$ cat config.mk
export PLATFORM = sky130hd
export DESIGN_NAME = seg_xlate_ctrl
export DESIGN_NICKNAME = d
export VERILOG_FILES = /design/src/rtl/seg_xlate_pkg.sv /design/src/rtl/sx_addr_decode.sv /design/src/rtl/sx_seg_bank.sv /design/src/rtl/sx_ctrl.sv /design/src/rtl/seg_xlate_ctrl.sv
export SDC_FILE = /design/constraint.sdc
export NUM_CORES = 1
export LEC_CHECK = 0
export BUFFER_PORTS_ARGS = -buffer_cell sky130_fd_sc_hd__buf_2
export CORE_UTILIZATION = 52
export CTS_CLUSTER_DIAMETER = 100
export CTS_CLUSTER_SIZE = 28
export DETAILED_ROUTE_END_ITERATION = 8
export GPL_ROUTABILITY_DRIVEN = 1
export PLACE_DENSITY = 0.78
export SETUP_SLACK_MARGIN = 0.1
export SLEW_MARGIN = 20
export SYNTH_ARGS = -nofsm -noshare
export SYNTH_HDL_FRONTEND = slang
export SYNTH_SLANG_ARGS = --single-unit
export TNS_END_PERCENT = 10
$ cat constraint.sdc
create_clock -name clk -period 1.88 [get_ports clk]
set_input_delay 0.188 -clock clk [delete_from_list [all_inputs] [get_ports clk]]
set_output_delay 0.188 -clock clk [all_outputs]
set_load 0.05 [all_outputs]
$ cat src/rtl/seg_xlate_pkg.sv
package seg_xlate_pkg;
  typedef enum logic [1:0] {
    ACC_MEM  = 2'd0,
    ACC_RSEG = 2'd1,
    ACC_WSEG = 2'd2
  } acc_kind_e;

  typedef enum logic [1:0] {
    ST_IDLE   = 2'd0,
    ST_DECODE = 2'd1,
    ST_MEM    = 2'd2,
    ST_HOLD   = 2'd3
  } ctl_state_e;
endpackage

$ cat src/rtl/sx_addr_decode.sv
module sx_addr_decode
  import seg_xlate_pkg::*;
#(
  parameter int ADDR_W = 16
) (
  input  logic [ADDR_W-1:0] addr,
  output acc_kind_e         kind
);
  logic top_all_ones;

  // one wide AND over the upper bits; bit 0 picks the register
  assign top_all_ones = &addr[ADDR_W-1:1];

  always_comb begin
    if (!top_all_ones)  kind = ACC_MEM;
    else if (addr[0])   kind = ACC_RSEG;
    else                kind = ACC_WSEG;
  end
endmodule

$ cat src/rtl/sx_seg_bank.sv
module sx_seg_bank #(
  parameter int SEG_W = 8
) (
  input  logic             clk,
  input  logic             rst_n,
  input  logic             rseg_we,
  input  logic             wseg_we,
  input  logic [SEG_W-1:0] wr_value,
  output logic [SEG_W-1:0] rseg,
  output logic [SEG_W-1:0] wseg
);
  always_ff @(posedge clk or negedge rst_n) begin
    if (!rst_n)       rseg <= '0;
    else if (rseg_we) rseg <= wr_value;
  end

  always_ff @(posedge clk or negedge rst_n) begin
    if (!rst_n)       wseg <= '0;
    else if (wseg_we) wseg <= wr_value;
  end
endmodule

$ cat src/rtl/sx_ctrl.sv
module sx_ctrl
  import seg_xlate_pkg::*;
#(
  parameter int SEG_W = 8
) (
  input  logic             clk,
  input  logic             rst_n,
  input  logic             ld_req,
  input  logic             st_req,
  input  logic             mem_ld_ack,
  input  logic             mem_st_ack,
  input  acc_kind_e        kind,
  input  logic [SEG_W-1:0] rseg,
  input  logic [SEG_W-1:0] wseg,
  output logic             rseg_we,
  output logic             wseg_we,
  output logic             ld_ack,
  output logic             st_ack,
  output logic             mem_ld_req,
  output logic             mem_st_req,
  output logic [SEG_W-1:0] hi_addr,
  output logic [SEG_W-1:0] rdata
);
  ctl_state_e       state_q, state_n;
  logic             is_st_q, is_st_n;
  logic             ld_ack_n, st_ack_n, mld_n, mst_n;
  logic [SEG_W-1:0] hi_n, rdata_n;
  logic             own_req, own_mack;

  assign own_req  = is_st_q ? st_req : ld_req;
  assign own_mack = is_st_q ? mem_st_ack : mem_ld_ack;

  always_comb begin
    state_n  = state_q;
    is_st_n  = is_st_q;
    ld_ack_n = ld_ack;
    st_ack_n = st_ack;
    mld_n    = mem_ld_req;
    mst_n    = mem_st_req;
    hi_n     = hi_addr;
    rdata_n  = rdata;
    rseg_we  = 1'b0;
    wseg_we  = 1'b0;
    unique case (state_q)
      ST_IDLE: begin
        // load wins when both requests are present
        if (ld_req) begin
          is_st_n = 1'b0;
          hi_n    = rseg;
          state_n = ST_DECODE;
        end else if (st_req) begin
          is_st_n = 1'b1;
          hi_n    = wseg;
          state_n = ST_DECODE;
        end
      end
      ST_DECODE: begin
        unique case (kind)
          ACC_MEM: begin
            // lazy active: previous acknowledge must be back to zero
            if (!own_mack) begin
              mld_n   = !is_st_q;
              mst_n   = is_st_q;
              state_n = ST_MEM;
            end
          end
          ACC_RSEG, ACC_WSEG: begin
            if (is_st_q) begin
              rseg_we  = (kind == ACC_RSEG);
              wseg_we  = (kind == ACC_WSEG);
              st_ack_n = 1'b1;
            end else begin
              rdata_n  = (kind == ACC_RSEG) ? rseg : wseg;
              ld_ack_n = 1'b1;
            end
            state_n = ST_HOLD;
          end
          default: state_n = ST_IDLE;
        endcase
      end
      ST_MEM: begin
        if (own_mack) begin
          ld_ack_n = !is_st_q;
          st_ack_n = is_st_q;
          state_n  = ST_HOLD;
        end
      end
      ST_HOLD: begin
        if (!own_req) begin
          ld_ack_n = 1'b0;
          st_ack_n = 1'b0;
          mld_n    = 1'b0;
          mst_n    = 1'b0;
          rdata_n  = '0;
          state_n  = ST_IDLE;
        end
      end
      default: state_n = ST_IDLE;
    endcase
  end

  always_ff @(posedge clk or negedge rst_n) begin
    if (!rst_n) begin
      state_q    <= ST_IDLE;
      is_st_q    <= 1'b0;
      ld_ack     <= 1'b0;
      st_ack     <= 1'b0;
      mem_ld_req <= 1'b0;
      mem_st_req <= 1'b0;
      hi_addr    <= '0;
      rdata      <= '0;
    end else begin
      state_q    <= state_n;
      is_st_q    <= is_st_n;
      ld_ack     <= ld_ack_n;
      st_ack     <= st_ack_n;
      mem_ld_req <= mld_n;
      mem_st_req <= mst_n;
      hi_addr    <= hi_n;
      rdata      <= rdata_n;
    end
  end
endmodule

$ cat src/rtl/seg_xlate_ctrl.sv
module seg_xlate_ctrl
  import seg_xlate_pkg::*;
#(
  parameter int ADDR_W = 16,
  parameter int SEG_W  = 8,
  parameter int DATA_W = 8
) (
  input  logic              clk,
  input  logic              rst_n,
  input  logic              ld_req,
  output logic              ld_ack,
  input  logic              st_req,
  output logic              st_ack,
  input  logic [ADDR_W-1:0] cpu_addr,
  input  logic [DATA_W-1:0] cpu_wdata,
  output logic [DATA_W-1:0] cpu_rdata,
  output logic [SEG_W-1:0]  hi_addr,
  output logic              mem_ld_req,
  input  logic              mem_ld_ack,
  output logic              mem_st_req,
  input  logic              mem_st_ack
);
  localparam int PAD_W = (DATA_W > SEG_W) ? DATA_W - SEG_W : 0;

  acc_kind_e        kind;
  logic             rseg_we, wseg_we;
  logic [SEG_W-1:0] rseg, wseg, seg_rdata;

  sx_addr_decode #(.ADDR_W(ADDR_W)) u_dec (
    .addr (cpu_addr),
    .kind (kind)
  );

  sx_seg_bank #(.SEG_W(SEG_W)) u_bank (
    .clk      (clk),
    .rst_n    (rst_n),
    .rseg_we  (rseg_we),
    .wseg_we  (wseg_we),
    .wr_value (cpu_wdata[SEG_W-1:0]),
    .rseg     (rseg),
    .wseg     (wseg)
  );

  sx_ctrl #(.SEG_W(SEG_W)) u_ctrl (
    .clk        (clk),
    .rst_n      (rst_n),
    .ld_req     (ld_req),
    .st_req     (st_req),
    .mem_ld_ack (mem_ld_ack),
    .mem_st_ack (mem_st_ack),
    .kind       (kind),
    .rseg       (rseg),
    .wseg       (wseg),
    .rseg_we    (rseg_we),
    .wseg_we    (wseg_we),
    .ld_ack     (ld_ack),
    .st_ack     (st_ack),
    .mem_ld_req (mem_ld_req),
    .mem_st_req (mem_st_req),
    .hi_addr    (hi_addr),
    .rdata      (seg_rdata)
  );

  generate
    if (PAD_W > 0) begin : g_pad
      assign cpu_rdata = {{PAD_W{1'b0}}, seg_rdata};
    end else begin : g_nopad
      assign cpu_rdata = seg_rdata[DATA_W-1:0];
    end
  endgenerate
endmodule

# After elaboration in Yosys (flattened, before gate mapping)
# Cells that the tools add are included.
dict set report classes {
  eq_ne 14
  muxes 41
  n_reduce_logical 14
}
# op n
set ops {}
lappend ops {{$mux 8} 6}
lappend ops {{$mux 1} 21}
lappend ops {{$pmux 8 s2} 1}
lappend ops {{$reduce_and 15->1} 1}
lappend ops {{$mux 2} 7}
lappend ops {{$reduce_and 4->1} 3}
lappend ops {{$reduce_and 5->1} 2}
lappend ops {{$ne 2x2->1 const B} 4}
lappend ops {{$pmux 2 s4} 1}
lappend ops {{$eq 2x2->1 const B} 3}
lappend ops {{$ne 2x1->1 const B} 3}
lappend ops {{$ne 3x3->1 const B} 2}
lappend ops {{$pmux 1 s3} 2}
lappend ops {{$eq 2x1->1 const B} 2}
lappend ops {{$logic_not 2->1} 2}
lappend ops {{$pmux 1 s2} 2}
lappend ops {{$pmux 2 s2} 1}
lappend ops {{$reduce_bool 2->1} 2}
lappend ops {{$reduce_bool 3->1} 1}
lappend ops {{$reduce_and 2->1} 1}
lappend ops {{$reduce_or 2->1} 1}
lappend ops {{$logic_not 1->1} 1}
dict set report word_totals {
  reg_bits 39
  input_bits 30
}

# Logic depth before layout (Yosys ltp)
dict set report depth {
  word_depth 7
  mapped_depth 8
}

# Modules after synthesis
# A second synthesis with hierarchy kept.
dict set report hier_totals {
  cells_unflattened 173
  area_unflattened_um2 2065.7
}
# mod instances cells_each area_each_um2
set modules_own_cells {}
lappend modules_own_cells {sx_ctrl 1 132 1356.3}
lappend modules_own_cells {sx_seg_bank 1 34 663.1}
lappend modules_own_cells {sx_addr_decode 1 7 46.3}

# Worst setup path before layout
# No wires, ideal clock.
dict set report synth_path {
  path_type {input -> register}
  start {input cpu_addr[7]}
  end {register u_ctrl.ld_ack}
  setup_time_ns 0.121
  arrival_time_ns 2.067
  slack_ns -0.308
  cell_stages 8
  cell_sequence {nand4_1 or4_1 buf_6 ha_1 a21o_1 a221oi_1 nand2_1 a22o_1}
}
dict set report synth_between {
  elab_chain_len 6
}
# item line
set synth_rtl {}
lappend synth_rtl {{start, declared} seg_xlate_ctrl.sv:14} ;# input logic [ADDR_W-1:0] cpu_addr,
lappend synth_rtl {{$reduce_and 15->1 (*)} sx_addr_decode.sv:12} ;# assign top_all_ones = &addr[ADDR_W-1:1];
lappend synth_rtl {{$mux 2 (*)} sx_addr_decode.sv:15} ;# if (!top_all_ones) kind = ACC_MEM;
lappend synth_rtl {{$eq 2x2->1 / $eq 2x1->1 (equally long branches)} sx_ctrl.sv:58} ;# unique case (kind)
lappend synth_rtl {{$reduce_or 2->1 (*)} sx_ctrl.sv:58}
lappend synth_rtl {{$ne 2x1->1 (no source line) (*)} --}
lappend synth_rtl {{$reduce_and 5->1 (no source line) (*)} --}
lappend synth_rtl {{end signal, assigned} sx_ctrl.sv:115} ;# ld_ack <= ld_ack_n;
lappend synth_rtl {{end, declared} sx_ctrl.sv:17} ;# output logic ld_ack,
# Mark *: on every way between the ends. The rest lies on a longest branch, timed or not.
# A chain may end at the register's enable or synchronous reset.

# Final worst setup path
dict set report layout_path {
  start {input cpu_addr[15]}
  end {register u_bank.wseg[0]}
}
dict set report layout_between {
  elab_chain_len 6
}
# item line
set layout_rtl {}
lappend layout_rtl {{$reduce_and 15->1 (*)} sx_addr_decode.sv:12}
lappend layout_rtl {{$mux 2 (*)} sx_addr_decode.sv:15}
lappend layout_rtl {{$eq 2x2->1 / $eq 2x1->1 (equally long branches)} {sx_ctrl.sv:58, sx_ctrl.sv:70}}
lappend layout_rtl {{$mux 1 / $reduce_or 2->1 (equally long branches)} {sx_ctrl.sv:68, sx_ctrl.sv:58}}
lappend layout_rtl {{$mux 1 (*)} sx_ctrl.sv:58}
lappend layout_rtl {{$mux 1 (*)} sx_ctrl.sv:44} ;# unique case (state_q)
lappend layout_rtl {{end signal, assigned} sx_seg_bank.sv:19} ;# else if (wseg_we) wseg <= wr_value;
lappend layout_rtl {{end, declared} sx_seg_bank.sv:10} ;# output logic [SEG_W-1:0] wseg
# Marks and branches as above.

==> summary.txt <==
STA
  • Worst rel slew slack: 67.3%
  • Tcrit/Tclk final: 93.7%
  • RSZ-0062 raised after global routing: yes
  • Slew Limit Fails: 0
  • Final Hold Vio Count: 0
  • Fin crit period: 1.76 ns
  • Setup TNS: 0 ns
  • Setup-failing EPs final: 0
  • Worst Tran Pin Value: 0.490 ns
  • Fin Hold WS: 0.142 ns
  • Fmax: 0.568 GHz
  • Final clock skew: 0.00178 ns

Finish
  • Ant diodes: 0
  • Register area: 977 um2
  • Post-layout nets: 267
  • Layout area overhead: 28.6%
  • Final core utilization: 69.6%
  • Cell area after layout: 0.00255 mm2
  • Fraction of layout cells with a size suffix above 1: 44.6%
  • # fillers: 256
  • Multi-input logic area: 0.00103 mm2

Yosys
  • Seq/Total Area, Yosys: 49.2%
  • Yosys top cell area share: 49.2%
  • Syn_nets: 204
  • Post-synth cell types: 32
  • Top_reg_cell synth: dfrtp_1
  • Yosys warnings: 0
  • Mapped Area: 0.00198 mm2
  • Top cells by area, synth: dfrtp_1 (49%), mux2_2 (10%), mux2i_1 (8.6%)
  • EDFF count, synth: 0
  • Asr flop ratio synth: 100%
  • Cell taking the most area after synthesis: dfrtp_1
  • Register bit total from synthesis: 39
  • Mapped Cells: 167
  • Syn_area_per_cell: 11.9 um2

Critical path
  • Crit start category: primary input
  • R2R depth: 6
  • R2r setup slk: 0.15 ns
  • Worst Path Required: 2.05 ns
  • CP arrival: 1.93 ns
  • Worst Path Max Fanout: 8
  • CP Class: in2reg
  • Worst r2r src: u_ctrl.state_q[1]
  • Nature of the critical path endpoint: flop
  • R2r endpoint: u_bank.wseg[0]

Clock network
  • Worst-path clk slew: 0.07 ns
  • Root Buffer: clkbuf_8
  • Clk sink count: 39
  • CTS Buf Count: 5
  • CTS tree: done
  • Clock insertion delay at the later pin of the skew report: 0.29 ns
  • Max clock buf depth: 2
  • H-tree depth: 2

Floorplanning
  • Cell Rows: 22
  • Die X: 63.7 um
  • I/O pins: 50
  • DIE HEIGHT: 63.7 um
  • Die area: 0.00406 mm2
  • Core box area: 0.00366 mm2
  • Initial Utilization: 54.1%

Power and ir drop
  • Int Pwr: 1.83 mW
  • Seq pwr share: 34.7%
  • Leak: 1.35 nW
  • Clock group share of total power: 25.1%
  • Worst vdd ir: 0.587 mV
  • Power per Cell Area: 1120 mW/mm2
  • Logic pwr share: 40.2%
  • Power Total: 2.85 mW
  • Net Sw Frac: 35.6%
  • Net Switching: 1.01 mW

Global routing
  • First-pass GRT wire length: 7550 um
  • Antenna violations before repair: 0
  • Overall global routing resource usage: 24.0%
  • Largest net degree at the start of global routing: 40
  • Vias in the first global route: 1,683
  • Remaining global-route overflow: 0

Worst hold path
  • Hold Crit Class: in2reg
  • Hold Path Cell Cnt: 2
  • Hold path start: cpu_wdata[5]
  • Worst hold endpoint: u_bank.rseg[5]

Placement
  • Dpl hpwl: 3140 um
  • Placement Cell Area: 0.00238 mm2
  • Gpl congestion: 0.842
  • Input/output buffers: 49

Routing
  • Detailed Routing Iterations Pass 1: 4
  • Vias: 1,559
  • Post-route DRC violation count: 0
  • Drt wl/cell: 15.5 um
  • DRT iter0 DRCs: 63
  • Post-route ant nets: 0
  • Via density: 5.59
  • Final WL: 4320 um

Status
  • Outcome: finished clean

Job
  • Max_cap viols: 0
-- final cells by class --
type	instances	share of cell area, %
Timing Repair Buffer	63	13.8
Sequential cell	39	38.3
Inverter	3	0.442
Multi-Input combinational cell	118	40.4
Tap cell	48	2.36
Clock buffer	6	3.24
Clock inverter	2	1.37
-- power groups by stage --
| stage | logic, mW | clock network [mW] | registers, mW |
|---|---|---|---|
| CTS | 1.12 | 0.732 | 0.979 |
| floorplan | 0.658 | 0 | 1.10 |
| detailed placement | 1.11 | 0 | 0.991 |
| global placement | 1.07 | 0 | 0.984 |
| finish | 1.14 | 0.715 | 0.986 |
| global route | 1.24 | 0.763 | 0.995 |
-- synthesized netlist by cell type, types with 2 or more instances --
master     count
o21ai_0       12
nor2_1         5
a21o_1         2
nand2_1       16
clkbuf_1       3
buf_2          3
nand4_1        6
dfrtp_1       39
inv_1          3
ha_1           7
mux2_2        18
mux2i_1       17
o31ai_1        2
nand2b_1       2
mux2_4         2
o2bb2ai_1      9
a22o_1         5
nor2b_1        2
-- layer usage --
layer | up-vias | GRT usage, % | share of wire, %
met5 | - | 0 | 0
met4 | 0 | 6.82 | 1.2
met3 | 10 | 5.36 | 3.5
met2 | 35 | 42.4 | 51
met1 | 774 | 29.1 | 44
li1 | 740 | - | -
-- placed cells by master (no fill, tap or decap), drive strengths merged, types with 2 or more instances in the layout --
| master | Yosys | final |
|---|---|---|
| nand2b | 2 | 2 |
| inv | 3 | 3 |
| mux2i | 17 | 17 |
| a22o | 5 | 5 |
| mux2 | 20 | 20 |
| clkbuf | 3 | 6 |
| buf | 4 | 62 |
| ha | 7 | 7 |
| nor4 | 2 | 2 |
| nor2b | 2 | 2 |
| o21ai | 13 | 13 |
| o31ai | 2 | 2 |
| a21o | 2 | 2 |
| nand4 | 7 | 7 |
| dfrtp | 39 | 39 |
| nand2 | 17 | 17 |
| nor2 | 5 | 5 |
| o2bb2ai | 9 | 9 |
-- state kept, by name, summed over array words and instances (netlist names) --
name,flops
u_bank.rseg,8
u_bank.wseg,8
u_ctrl.hi_addr,8
u_ctrl.is_st_q,1
u_ctrl.ld_ack,1
u_ctrl.mem_ld_req,1
u_ctrl.mem_st_req,1
u_ctrl.rdata,8
u_ctrl.st_ack,1
u_ctrl.state_q,2
-- how the worst max path moves through the flow --
stage / depth (start not counted) / slack, ns / start / endpoint
after global routing: 8 / 0.05 / cpu_addr[3] / u_bank.wseg[1]
after CTS: 7 / 0.11 / cpu_addr[12] / u_bank.wseg[0]
after detailed placement: 7 / -0.28 / cpu_addr[12] / u_bank.wseg[0]
final: 7 / 0.12 / cpu_addr[15] / u_bank.wseg[0]
after floorplan: 8 / -0.03 / cpu_addr[15] / u_ctrl.state_q[1]
after global placement: 7 / -0.21 / cpu_addr[15] / u_bank.wseg[4]
-- cells by family (layout without fill, tap and decap cells) --
logic type,Yosys count,in the layout,synth area share [%]
AO/OA/AOI/OAI,34,34,12.1
flip-flops,39,39,49.2
buffers and inverters,10,74,2.46
AND/OR/NAND/NOR,40,40,11.4
adder cells (fa/ha/maj),7,7,4.42
multiplexers,37,37,20.3
-- stage by stage --
stage          worst slack (ns)  std cells
2_1_floorplan           -0.0307        167
3_3_place_gp             -0.213        269
3_5_place_dp             -0.280        269
4_1_cts                   0.114        279
5_1_grt                  0.0479        279
6_report                  0.118        279
-- critical path, cell delays in order --
cell and delay (ns):
buf_2 0.09, nand4_1 0.13, or4_4 0.59, ha_4 0.20, nor3_2 0.26, nand2_4 0.15, mux2_2 0.32
-- timing repair --
item / in CTS / in global routing
hold endpoints to repair: 39 / 0
pin swaps: 2 / 0
hold buffers: 1 / 0
setup buffers: 1 / 0
resized for setup: 3 / 3
setup endpoints to repair: 12 / 10
Power figures use the tool's default switching activity.
